--- config.mk ---
export PLATFORM = sky130hd
export DESIGN_NAME = vbs_sad_engine
export DESIGN_NICKNAME = d
export VERILOG_FILES = /design/src/rtl/vbs_pkg.sv /design/src/rtl/vbs_absdiff_acc.sv /design/src/rtl/vbs_merge.sv /design/src/rtl/vbs_min_track.sv /design/src/rtl/vbs_sad_engine.sv
export SDC_FILE = /design/constraint.sdc
export NUM_CORES = 2
export LEC_CHECK = 0
export BUFFER_PORTS_ARGS = -buffer_cell sky130_fd_sc_hd__buf_2
export CORE_AREA = 2 2 434 436
export DETAILED_ROUTE_END_ITERATION = 7
export DIE_AREA = 0 0 436 438
export PLACE_DENSITY = 0.59
export SYNTH_ARGS = -nofsm -noshare
export SYNTH_HDL_FRONTEND = slang
export SYNTH_SLANG_ARGS = --single-unit
--- constraint.sdc ---
create_clock -name clk -period 12.3 [get_ports clk]
set_input_delay 2.46 -clock clk [delete_from_list [all_inputs] [get_ports clk]]
set_output_delay 2.46 -clock clk [all_outputs]
set_load 0.005 [all_outputs]
--- src/rtl/vbs_pkg.sv ---
package vbs_pkg;

    // Macroblock geometry: 16x16 pixels split into 4x4 sub-blocks
    localparam int MB_PIX = 256;
    localparam int SB_N   = 16;
    localparam int PART_N = 41;

    // Start index of each partition group in the result vectors
    localparam int OFF_P16X16 = 0;
    localparam int OFF_P16X8  = 1;
    localparam int OFF_P8X16  = 3;
    localparam int OFF_P8X8   = 5;
    localparam int OFF_P8X4   = 9;
    localparam int OFF_P4X8   = 17;
    localparam int OFF_P4X4   = 25;

    typedef enum logic [1:0] {
        ST_IDLE,
        ST_ACCUM,
        ST_MERGE,
        ST_DONE
    } vbs_state_e;

endpackage

--- src/rtl/vbs_absdiff_acc.sv ---
module vbs_absdiff_acc
    import vbs_pkg::*;
#(
    parameter int PIX_W = 8,
    parameter int SB_W  = PIX_W + 4
) (
    input  logic                 clk,
    input  logic                 rst_n,
    input  logic                 acc_en,
    input  logic [PIX_W-1:0]     cur_pix,
    input  logic [PIX_W-1:0]     ref_pix,
    input  logic [7:0]           pix_idx,
    output logic [SB_N*SB_W-1:0] sb_flat
);
    logic [PIX_W-1:0] abs_d;
    logic [3:0]       sb_sel;
    logic             sb_first;

    always_comb begin
        abs_d    = (cur_pix > ref_pix) ? (cur_pix - ref_pix) : (ref_pix - cur_pix);
        sb_sel   = pix_idx[7:4];
        sb_first = (pix_idx[3:0] == 4'd0);
    end

    for (genvar g = 0; g < SB_N; g++) begin : g_sb
        logic [SB_W-1:0] acc_q;
        always_ff @(posedge clk or negedge rst_n) begin
            if (!rst_n) begin
                acc_q <= '0;
            end else if (acc_en && sb_sel == 4'(g)) begin
                // first pixel of a sub-block overwrites the stale sum
                acc_q <= sb_first ? SB_W'(abs_d) : acc_q + SB_W'(abs_d);
            end
        end
        assign sb_flat[g*SB_W +: SB_W] = acc_q;
    end
endmodule

--- src/rtl/vbs_merge.sv ---
module vbs_merge
    import vbs_pkg::*;
#(
    parameter int SB_W  = 12,
    parameter int SAD_W = 16
) (
    input  logic [SB_N*SB_W-1:0]    sb_flat,
    output logic [PART_N*SAD_W-1:0] part_flat
);
    logic [SAD_W-1:0] s44  [16];
    logic [SAD_W-1:0] h84  [8];
    logic [SAD_W-1:0] v48  [8];
    logic [SAD_W-1:0] b88  [4];
    logic [SAD_W-1:0] b168 [2];
    logic [SAD_W-1:0] b816 [2];
    logic [SAD_W-1:0] b1616;

    for (genvar g = 0; g < 16; g++) begin : g_s44
        assign s44[g] = SAD_W'(sb_flat[g*SB_W +: SB_W]);
        assign part_flat[(OFF_P4X4+g)*SAD_W +: SAD_W] = s44[g];
    end

    for (genvar g = 0; g < 8; g++) begin : g_pair
        // horizontal pair: row g/2, column g%2 of 8-wide strips
        assign h84[g] = s44[(g/2)*4 + 2*(g%2)] + s44[(g/2)*4 + 2*(g%2) + 1];
        // vertical pair: row g/4, column g%4 of 8-tall strips
        assign v48[g] = s44[(2*(g/4))*4 + (g%4)] + s44[(2*(g/4)+1)*4 + (g%4)];
        assign part_flat[(OFF_P8X4+g)*SAD_W +: SAD_W] = h84[g];
        assign part_flat[(OFF_P4X8+g)*SAD_W +: SAD_W] = v48[g];
    end

    for (genvar g = 0; g < 4; g++) begin : g_quad
        assign b88[g] = h84[(2*(g/2))*2 + (g%2)] + h84[(2*(g/2)+1)*2 + (g%2)];
        assign part_flat[(OFF_P8X8+g)*SAD_W +: SAD_W] = b88[g];
    end

    for (genvar g = 0; g < 2; g++) begin : g_half
        assign b168[g] = b88[2*g] + b88[2*g+1];
        assign b816[g] = b88[g] + b88[g+2];
        assign part_flat[(OFF_P16X8+g)*SAD_W +: SAD_W] = b168[g];
        assign part_flat[(OFF_P8X16+g)*SAD_W +: SAD_W] = b816[g];
    end

    assign b1616 = b168[0] + b168[1];
    assign part_flat[OFF_P16X16*SAD_W +: SAD_W] = b1616;
endmodule

--- src/rtl/vbs_min_track.sv ---
module vbs_min_track
    import vbs_pkg::*;
#(
    parameter int SAD_W = 16,
    parameter int MVP_W = 10
) (
    input  logic                     clk,
    input  logic                     rst_n,
    input  logic                     clear,
    input  logic                     upd,
    input  logic [PART_N*SAD_W-1:0]  cand_sad_flat,
    input  logic [MVP_W-1:0]         cand_mv,
    output logic [PART_N*SAD_W-1:0]  best_sad_flat,
    output logic [PART_N*MVP_W-1:0]  best_mv_flat
);
    for (genvar g = 0; g < PART_N; g++) begin : g_part
        logic [SAD_W-1:0] sad_q;
        logic [MVP_W-1:0] mv_q;
        logic [SAD_W-1:0] cand;

        assign cand = cand_sad_flat[g*SAD_W +: SAD_W];

        always_ff @(posedge clk or negedge rst_n) begin
            if (!rst_n) begin
                sad_q <= '1;
                mv_q  <= '0;
            end else if (clear) begin
                sad_q <= '1;
                mv_q  <= '0;
            end else if (upd && cand < sad_q) begin
                // strict compare: earlier candidate wins a tie
                sad_q <= cand;
                mv_q  <= cand_mv;
            end
        end

        assign best_sad_flat[g*SAD_W +: SAD_W] = sad_q;
        assign best_mv_flat[g*MVP_W +: MVP_W]  = mv_q;
    end
endmodule

--- src/rtl/vbs_sad_engine.sv ---
module vbs_sad_engine
    import vbs_pkg::*;
#(
    parameter int PIX_W = 8,
    parameter int MV_W  = 5,
    parameter int SAD_W = 16
) (
    input  logic                      clk,
    input  logic                      rst_n,
    input  logic                      start,
    input  logic                      pix_valid,
    input  logic [PIX_W-1:0]          cur_pix,
    input  logic [PIX_W-1:0]          ref_pix,
    input  logic [MV_W-1:0]           mv_x,
    input  logic [MV_W-1:0]           mv_y,
    input  logic                      last_cand,
    output logic                      done,
    output logic [PART_N*SAD_W-1:0]   best_sad,
    output logic [PART_N*2*MV_W-1:0]  best_mv
);
    localparam int SB_W  = PIX_W + 4;
    localparam int MVP_W = 2 * MV_W;
    localparam int CNT_W = $clog2(MB_PIX);

    vbs_state_e state_q, state_d;
    logic [CNT_W-1:0] pix_cnt;
    logic [MVP_W-1:0] mv_q;
    logic             last_q;
    logic             accept;
    logic             upd;
    logic             cnt_end;
    logic [SB_N*SB_W-1:0]    sb_flat;
    logic [PART_N*SAD_W-1:0] part_flat;

    assign accept  = pix_valid && (state_q == ST_ACCUM) && !start;
    assign cnt_end = (pix_cnt == CNT_W'(MB_PIX - 1));

    // state register
    always_ff @(posedge clk or negedge rst_n) begin
        if (!rst_n) state_q <= ST_IDLE;
        else        state_q <= state_d;
    end

    // next-state logic
    always_comb begin
        state_d = state_q;
        unique case (state_q)
            ST_IDLE:  if (start) state_d = ST_ACCUM;
            ST_ACCUM: if (!start && accept && cnt_end) state_d = ST_MERGE;
            ST_MERGE: state_d = start ? ST_ACCUM : (last_q ? ST_DONE : ST_ACCUM);
            ST_DONE:  state_d = start ? ST_ACCUM : ST_IDLE;
        endcase
    end

    // outputs of the state machine
    always_comb begin
        done = (state_q == ST_DONE);
        upd  = (state_q == ST_MERGE) && !start;
    end

    // pixel counter and per-candidate tags
    always_ff @(posedge clk or negedge rst_n) begin
        if (!rst_n) begin
            pix_cnt <= '0;
            mv_q    <= '0;
            last_q  <= 1'b0;
        end else if (start) begin
            pix_cnt <= '0;
        end else if (accept) begin
            pix_cnt <= pix_cnt + 1'b1;
            if (pix_cnt == '0) begin
                mv_q   <= {mv_x, mv_y};
                last_q <= last_cand;
            end
        end
    end

    vbs_absdiff_acc #(.PIX_W(PIX_W), .SB_W(SB_W)) acc_i (
        .clk     (clk),
        .rst_n   (rst_n),
        .acc_en  (accept),
        .cur_pix (cur_pix),
        .ref_pix (ref_pix),
        .pix_idx (pix_cnt),
        .sb_flat (sb_flat)
    );

    vbs_merge #(.SB_W(SB_W), .SAD_W(SAD_W)) merge_i (
        .sb_flat   (sb_flat),
        .part_flat (part_flat)
    );

    vbs_min_track #(.SAD_W(SAD_W), .MVP_W(MVP_W)) min_i (
        .clk           (clk),
        .rst_n         (rst_n),
        .clear         (start),
        .upd           (upd),
        .cand_sad_flat (part_flat),
        .cand_mv       (mv_q),
        .best_sad_flat (best_sad),
        .best_mv_flat  (best_mv)
    );
endmodule

; ---- Word-level counts from Yosys, hierarchy flattened
; Cells that the tools add are included.
[totals]
reg_bits = 1279
inputBits = 31
out_inout_bits = 1067
word_cells = 510
[op_classes]
addsub = 44
magnitude_cmp = 42
n_eq_ne = 21
mux = 189
bitwise_logic = 1
reduce_logical = 111
[op_table]
columns = operator, n
row1 = 16-bit two-way mux, 82
row2 = 10-bit two-way mux, 82
row3 = 12-bit by 16-bit less-than comparator with 1-bit output, 16
row4 = 13-bit by 16-bit less-than comparator with 1-bit output, 16
row5 = 12-bit by 12-bit adder with 13-bit output, 16
row6 = 12-bit by 8-bit adder with 12-bit output, 16
row7 = 12-bit two-way mux, 16
row8 = 16-bit adder, 9
row9 = 16-bit less-than comparator, 9
row10 = 2-bit nonzero test, 42
row11 = 1-bit logical AND, 62
row12 = "4-bit == test, second input constant", 8
row13 = 8-bit two-way mux, 3
row14 = "4-bit by 3-bit == test with 1-bit output, second input constant", 4
row15 = 8-bit subtractor, 2
row16 = "8-bit by 1-bit adder with 8-bit output, second input constant", 1
row17 = "4-bit by 2-bit == test with 1-bit output, second input constant", 2
row18 = "8-bit == test, second input constant", 1
row19 = 8-bit greater-than comparator, 1
row20 = 4-bit logical NOT, 2
row21 = 8-bit logical NOT, 1
row22 = 2-bit two-way mux, 4
row23 = 2-bit one-hot mux with 4 select lines, 1
row24 = "2-bit == test, second input constant", 2
row25 = 10 further kinds, 10

; ---- Logic depth before layout (Yosys ltp)
[logic_depth]
depth_word = 8
ltp_mapped = 38
depth_no_buf = 37

; ---- By module
; From an unflattened synthesis, not the netlist that was laid out.
[unflattened]
cells_unflattened = 10161
hier_area_um2 = 94350.5
[by_module_without_submodules]
columns = mod, instances, cells_per_inst, area_each_um2, seq_area_each_um2
row1 = vbs_min_track, 1, 6431, 63472.1, 27496.4
row2 = vbs_absdiff_acc, 1, 1736, 15109.5, 4804.6
row3 = vbs_merge, 1, 1913, 14808.0, 0.0
row4 = vbs_sad_engine, 1, 81, 960.9, 525.5

; ---- Least setup slack after synthesis
; OpenSTA, ideal clock, no wires.
[synth_timing]
kind = reg2reg
start = register acc_i.g_sb[13].acc_q[1]
end = register min_i.g_part[0].mv_q[0]
setup_ns = 0.132
arrival_ns = 6.889
required_ns = 12.168
path_slack_ns = 5.280
path_stages_with_launch = 37
path_buffers = 1
path_cell_list = dfrtp_1 -> inv_1 -> fa_1 -> nand2b_1 -> nand2b_1 -> a21oi_1 -> xnor2_1 -> ha_1 -> nand2_1 -> o21ai_0 -> inv_1 -> o21ai_0 -> a31oi_1 -> nor2_1 -> a221o_1 -> xor2_1 -> ha_1 -> nor2_1 -> nand2_1 -> a21oi_1 -> a211oi_1 -> xor2_1 -> ha_1 -> a21oi_1 -> inv_1 -> a21oi_1 -> o21ai_0 -> a21oi_1 -> xnor2_1 -> ha_1 -> o21a_1 -> nor2_1 -> or3_1 -> nand2_1 -> clkbuf_1 -> mux2i_1 -> nor2_1
[synth_between]
elab_chain_cells = 7
[synth_rtl]
columns = item, line
row1 = from (decl), vbs_absdiff_acc.sv:26  ; logic [SB_W-1:0] acc_q;
row2 = from (signal assigned), vbs_absdiff_acc.sv:32  ; acc_q <= sb_first ? SB_W'(abs_d) : acc_q + SB_W'(abs_d);
row3 = 12-bit by 12-bit adder with 13-bit output, vbs_merge.sv:25  ; assign h84[g] = s44[(g/2)*4 + 2*(g%2)] + s44[(g/2)*4 + 2*(g%2) + 1];
row4 = 16-bit adder, vbs_merge.sv:33  ; assign b88[g] = h84[(2*(g/2))*2 + (g%2)] + h84[(2*(g/2)+1)*2 + (g%2)];
row5 = 16-bit adder, vbs_merge.sv:38  ; assign b168[g] = b88[2*g] + b88[2*g+1];
row6 = 16-bit adder, vbs_merge.sv:44  ; assign b1616 = b168[0] + b168[1];
row7 = 16-bit less-than comparator, vbs_min_track.sv:30  ; end else if (upd && cand < sad_q) begin
row8 = 1-bit logical AND, vbs_min_track.sv:30
row9 = 2-bit nonzero test (no source line), n/a
row10 = to (signal assigned), vbs_min_track.sv:33  ; mv_q <= cand_mv;
row11 = to (decl), vbs_min_track.sv:18  ; logic [MVP_W-1:0] mv_q;
; Every way passes these cells.
; A chain may end at the register's enable or synchronous reset.

; ---- Final worst setup path
[layout_timing]
start = register acc_i.g_sb[13].acc_q[0]
end = register min_i.g_part[0].sad_q[12]
[layout_between]
elab_chain_cells = 7
word_cells_on_any_way = 9
[layout_rtl]
columns = item, line
row1 = 12-bit by 12-bit adder with 13-bit output (*), vbs_merge.sv:25
row2 = 16-bit adder (*), vbs_merge.sv:33
row3 = 16-bit adder (*), vbs_merge.sv:38
row4 = 16-bit adder (*), vbs_merge.sv:44
row5 = 16-bit less-than comparator, vbs_min_track.sv:30
row6 = 1-bit logical AND, vbs_min_track.sv:30
row7 = 2-bit nonzero test (no source line), n/a
row8 = to (signal assigned), vbs_min_track.sv:32  ; sad_q <= cand;
row9 = to (decl), vbs_min_track.sv:17  ; logic [SAD_W-1:0] sad_q;
; Mark *: on every way between the ends. The rest lies on a longest branch, timed or not. The select of a mux whose other input is x is not followed.

==> flow_summary_export.csv <==
group,metric,value,unit
run_status,status,"complete, no violations",
grt,grt_pass1_wl,423000,um
grt,grt_pass1_vias,61415,
route,firstDrtPassIters,5,
cells_and_area,syn_to_final_growth,17.2,%
timing,slew_headroom,0.150,
clocking,worstSkewPairLatency,0.82,ns
worst_setup_path,required,13.04,ns
timing,timing.fmax,117,MHz
timing,tightest_slew,1.27,ns
pwr,ir_worst_vdd,0.112,mV
floorplanning,die_x,436,um
worst_setup_path,cp.arrival,9.32,ns
timing,finalHoldViolCount,0,
timing,setup_slack,3.72,ns
cells_and_area,fillers,17587,
pwr,combinationalPowerShare,0.185,
route,antenna_left,0,
synthesis,synth_cell_type_count,86,
cells_and_area,multiInputGateArea,42300,um2
pwr,swShare,0.315,
route,drc,0,
clocking,root_buffer,"clkbuf_16",
synthesis,synth_most_common_cell,"ha_1",
floorplanning,start_util,0.413,
synthesis,synth_top_area_frac,0.202,
timing,fin_worst_skew,0.0268,ns
pwr,p_sw,3.31,mW
synthesis,yosysSeqAreaShare,0.397,
timing,report.final.setup_viol,0,
route,wirelength,291000,um
cells_and_area,nets,9748,
synthesis,synth_ff_type,"dfrtp_1",
place,dp_hpwl,221000,um
timing,tns,0,ns
worst_setup_path,critPathMaxFanout,16,
worst_setup_path,cpPeakStageDelay,0.54,ns
pwr,clkPwrFrac,0.430,
timing,fin_crit,8.58,ns
synthesis,yosys.area_share.simple,0.0833,
synthesis,synth_compound_area_frac,0.177,
clocking,cts_inserted_buffers,147,
grt,grt_max_degree,199,
floorplanning,rows,159,
cells_and_area,finalCoreUtilization,0.484,
clocking,postCtsSetupRepairBufs,0,
worst_setup_path,path_buf_inv,4,
route,viasPerCell,5.43,
grt,grt.overflow.total,0,
cells_and_area,drive_gt1_frac,0.246,
place,portBuffers,1097,
pwr,leakage,52.9,nW
worst_setup_path,critPathCaptureType,"register",
route,routedWlPerCell,25.6,um
floorplanning,die_y,438,um
timing,period_share,0.698,
synthesis,synth_top_family_by_area,"compound AO/OA/AOI/OAI gates",
synthesis,synth-xor-area-share,0.0551,
clocking,htreeDepth,4,
synthesis,synthTopCellsByArea,"dfrtp_1 20%, dfstp_2 20%, ha_1 15%",
clocking,cts_buffer_depth,3,
timing,whs,0.477,ns
route,drtIter0Drc,4249,
synthesis,synth_warnings,0,
route,vias,61692,
synthesis,async_flop_share,1.00,
clocking,postCtsHoldBufs,0,
synthesis,syn_nets,8771,
clocking,cts_resized,0,
grt,antenna_found_initial,13,
synthesis,synth.top_cells.by_count,"926 x ha_1, 720 x inv_1, 661 x nor2_1",
floorplanning,fp.coreArea,187000,um2
place,place.gp.congestion,0.917,
floorplanning,io_pins,1098,
synthesis,synth_largest_area_cell,"dfrtp_1",
worst_hold_path,hp-class,"reg -> reg",
synthesis,synth_edf_count,0,
synthesis,ys_ff_latch,1195,
worst_setup_path,crit_family,"compound AO/OA/AOI/OAI gates",
pwr,seqPwrFrac,0.384,
synthesis,syn_area,77000,um2
timing,drv_slew,0,
timing,rsz0062_at_grt,"false",
synthesis,synthAdderAreaFrac,0.163,
worst_setup_path,setup.worst_path.start_class,"register",
clocking,clock_sink_count,1195,
pwr,p_int,7.20,mW
synthesis,synthCells,7771,
place,place_ws,3.70,ns
floorplanning,dieArea,191000,um2
cells_and_area,seq_area,30600,um2
worst_setup_path,worstSetupPathType,"reg -> reg",
clocking,clk_pin_slew,0.06,ns
pwr,power_per_cell_area,116,nW/um2
clocking,tritoncts,"yes",
synthesis,synth_area_per_cell,9.91,um2
worst_setup_path,slowest_stage,"xor2_1",
grt,grt_usage,0.299,
synthesis,synthMuxAreaShare,0.0646,
job,drv_cap,0,
metrics by stage:
stage	std cells	cell area [um2]	total power [mW]
detailed placement	11094	85300	6.04
finish	11370	90300	10.5
global route	11367	90300	10.9
CTS	11365	90300	10.6
global placement	11094	85300	6.00
floorplan	7771	77000	5.26
layer usage:
metal	vias to the layer above	global-route usage	routed length (um)
li1	28845	-	-
met1	30443	0.366	119000
met2	1867	0.484	134000
met3	537	0.0620	18200
met4	0	0.181	20300
met5	-	0	0
cell usage in the layout (no fill, tap or decap), types with 164 or more instances in the layout:
cell type     n
nor2_1      658
dfrtp_1     613
xnor2_1     292
a21oi_1     423
inv_1       719
o21ai_0     291
dfstp_2     572
mux2i_1     444
a21o_1      520
o22a_1      287
ha_1        926
nand2_1     523
buf_2      1095
xor2_1      164
state kept, by name, summed over array words and instances, names as in the netlist:
register,flops
acc_i.g_sb.acc_q,192
min_i.g_part.mv_q,410
mv_q,10
pix_cnt,8
min_i.g_part.sad_q,572
state_q,2
last_q,1
power by group through the flow:
stage | Sequential, mW | Clock, mW | Combinational [mW]
6_report | 4.04 | 4.52 | 1.95
5_1_grt | 4.04 | 4.76 | 2.13
4_1_cts | 4.04 | 4.61 | 1.94
3_5_place_dp | 4.10 | 0 | 1.93
3_3_place_gp | 4.10 | 0 | 1.89
2_1_floorplan | 4.05 | 0 | 1.21
tightest hold or removal path: stages (launching register included):
cell and delay, ns:
dfrtp_1 0.34, nand2_1 0.05, o21ai_0 0.06
worst paths after layout:
kind	startpoint	endpoint	slack, ns	cells after the start
max	acc_i.g_sb[13].acc_q[0]$_DFFE_PN0P_	min_i.g_part[0].sad_q[12]$_DFFE_PN1P_	3.72	37
min	last_q$_DFFE_PN0P_	state_q[1]$_DFFE_PN0P_	0.48	2
max reg2reg	acc_i.g_sb[13].acc_q[0]$_DFFE_PN0P_	min_i.g_part[0].sad_q[12]$_DFFE_PN1P_	3.72	37
min reg2reg	last_q$_DFFE_PN0P_	state_q[1]$_DFFE_PN0P_	0.48	2
max in group asynchronous	rst_n	acc_i.g_sb[8].acc_q[9]$_DFFE_PN0P_	8.19	3
min in group asynchronous	rst_n	min_i.g_part[20].mv_q[0]$_DFFE_PN0P_	1.64	1
cells by family (layout without fill, tap and decap cells):
group | count (synthesis) | in the layout
other cells | 0 | 5
simple gates | 1515 | 1515
mux | 491 | 491
flops | 1195 | 1195
compound gates | 2003 | 2003
fa+ha+maj | 982 | 982
xor+xnor | 473 | 473
buf+inv | 1112 | 2211
area by class of cell:
cell class	count	area share
Inverter	721	0.0301
Multi-Input combinational cell	5464	0.469
Sequential cell	1195	0.339
Tap cell	2495	0.0346
Timing Repair Buffer	1219	0.0721
Clock buffer	216	0.0476
Antenna cell	5	0.000139
Clock inverter	55	0.00747
Note: power is estimated with default switching activity, not from simulation.
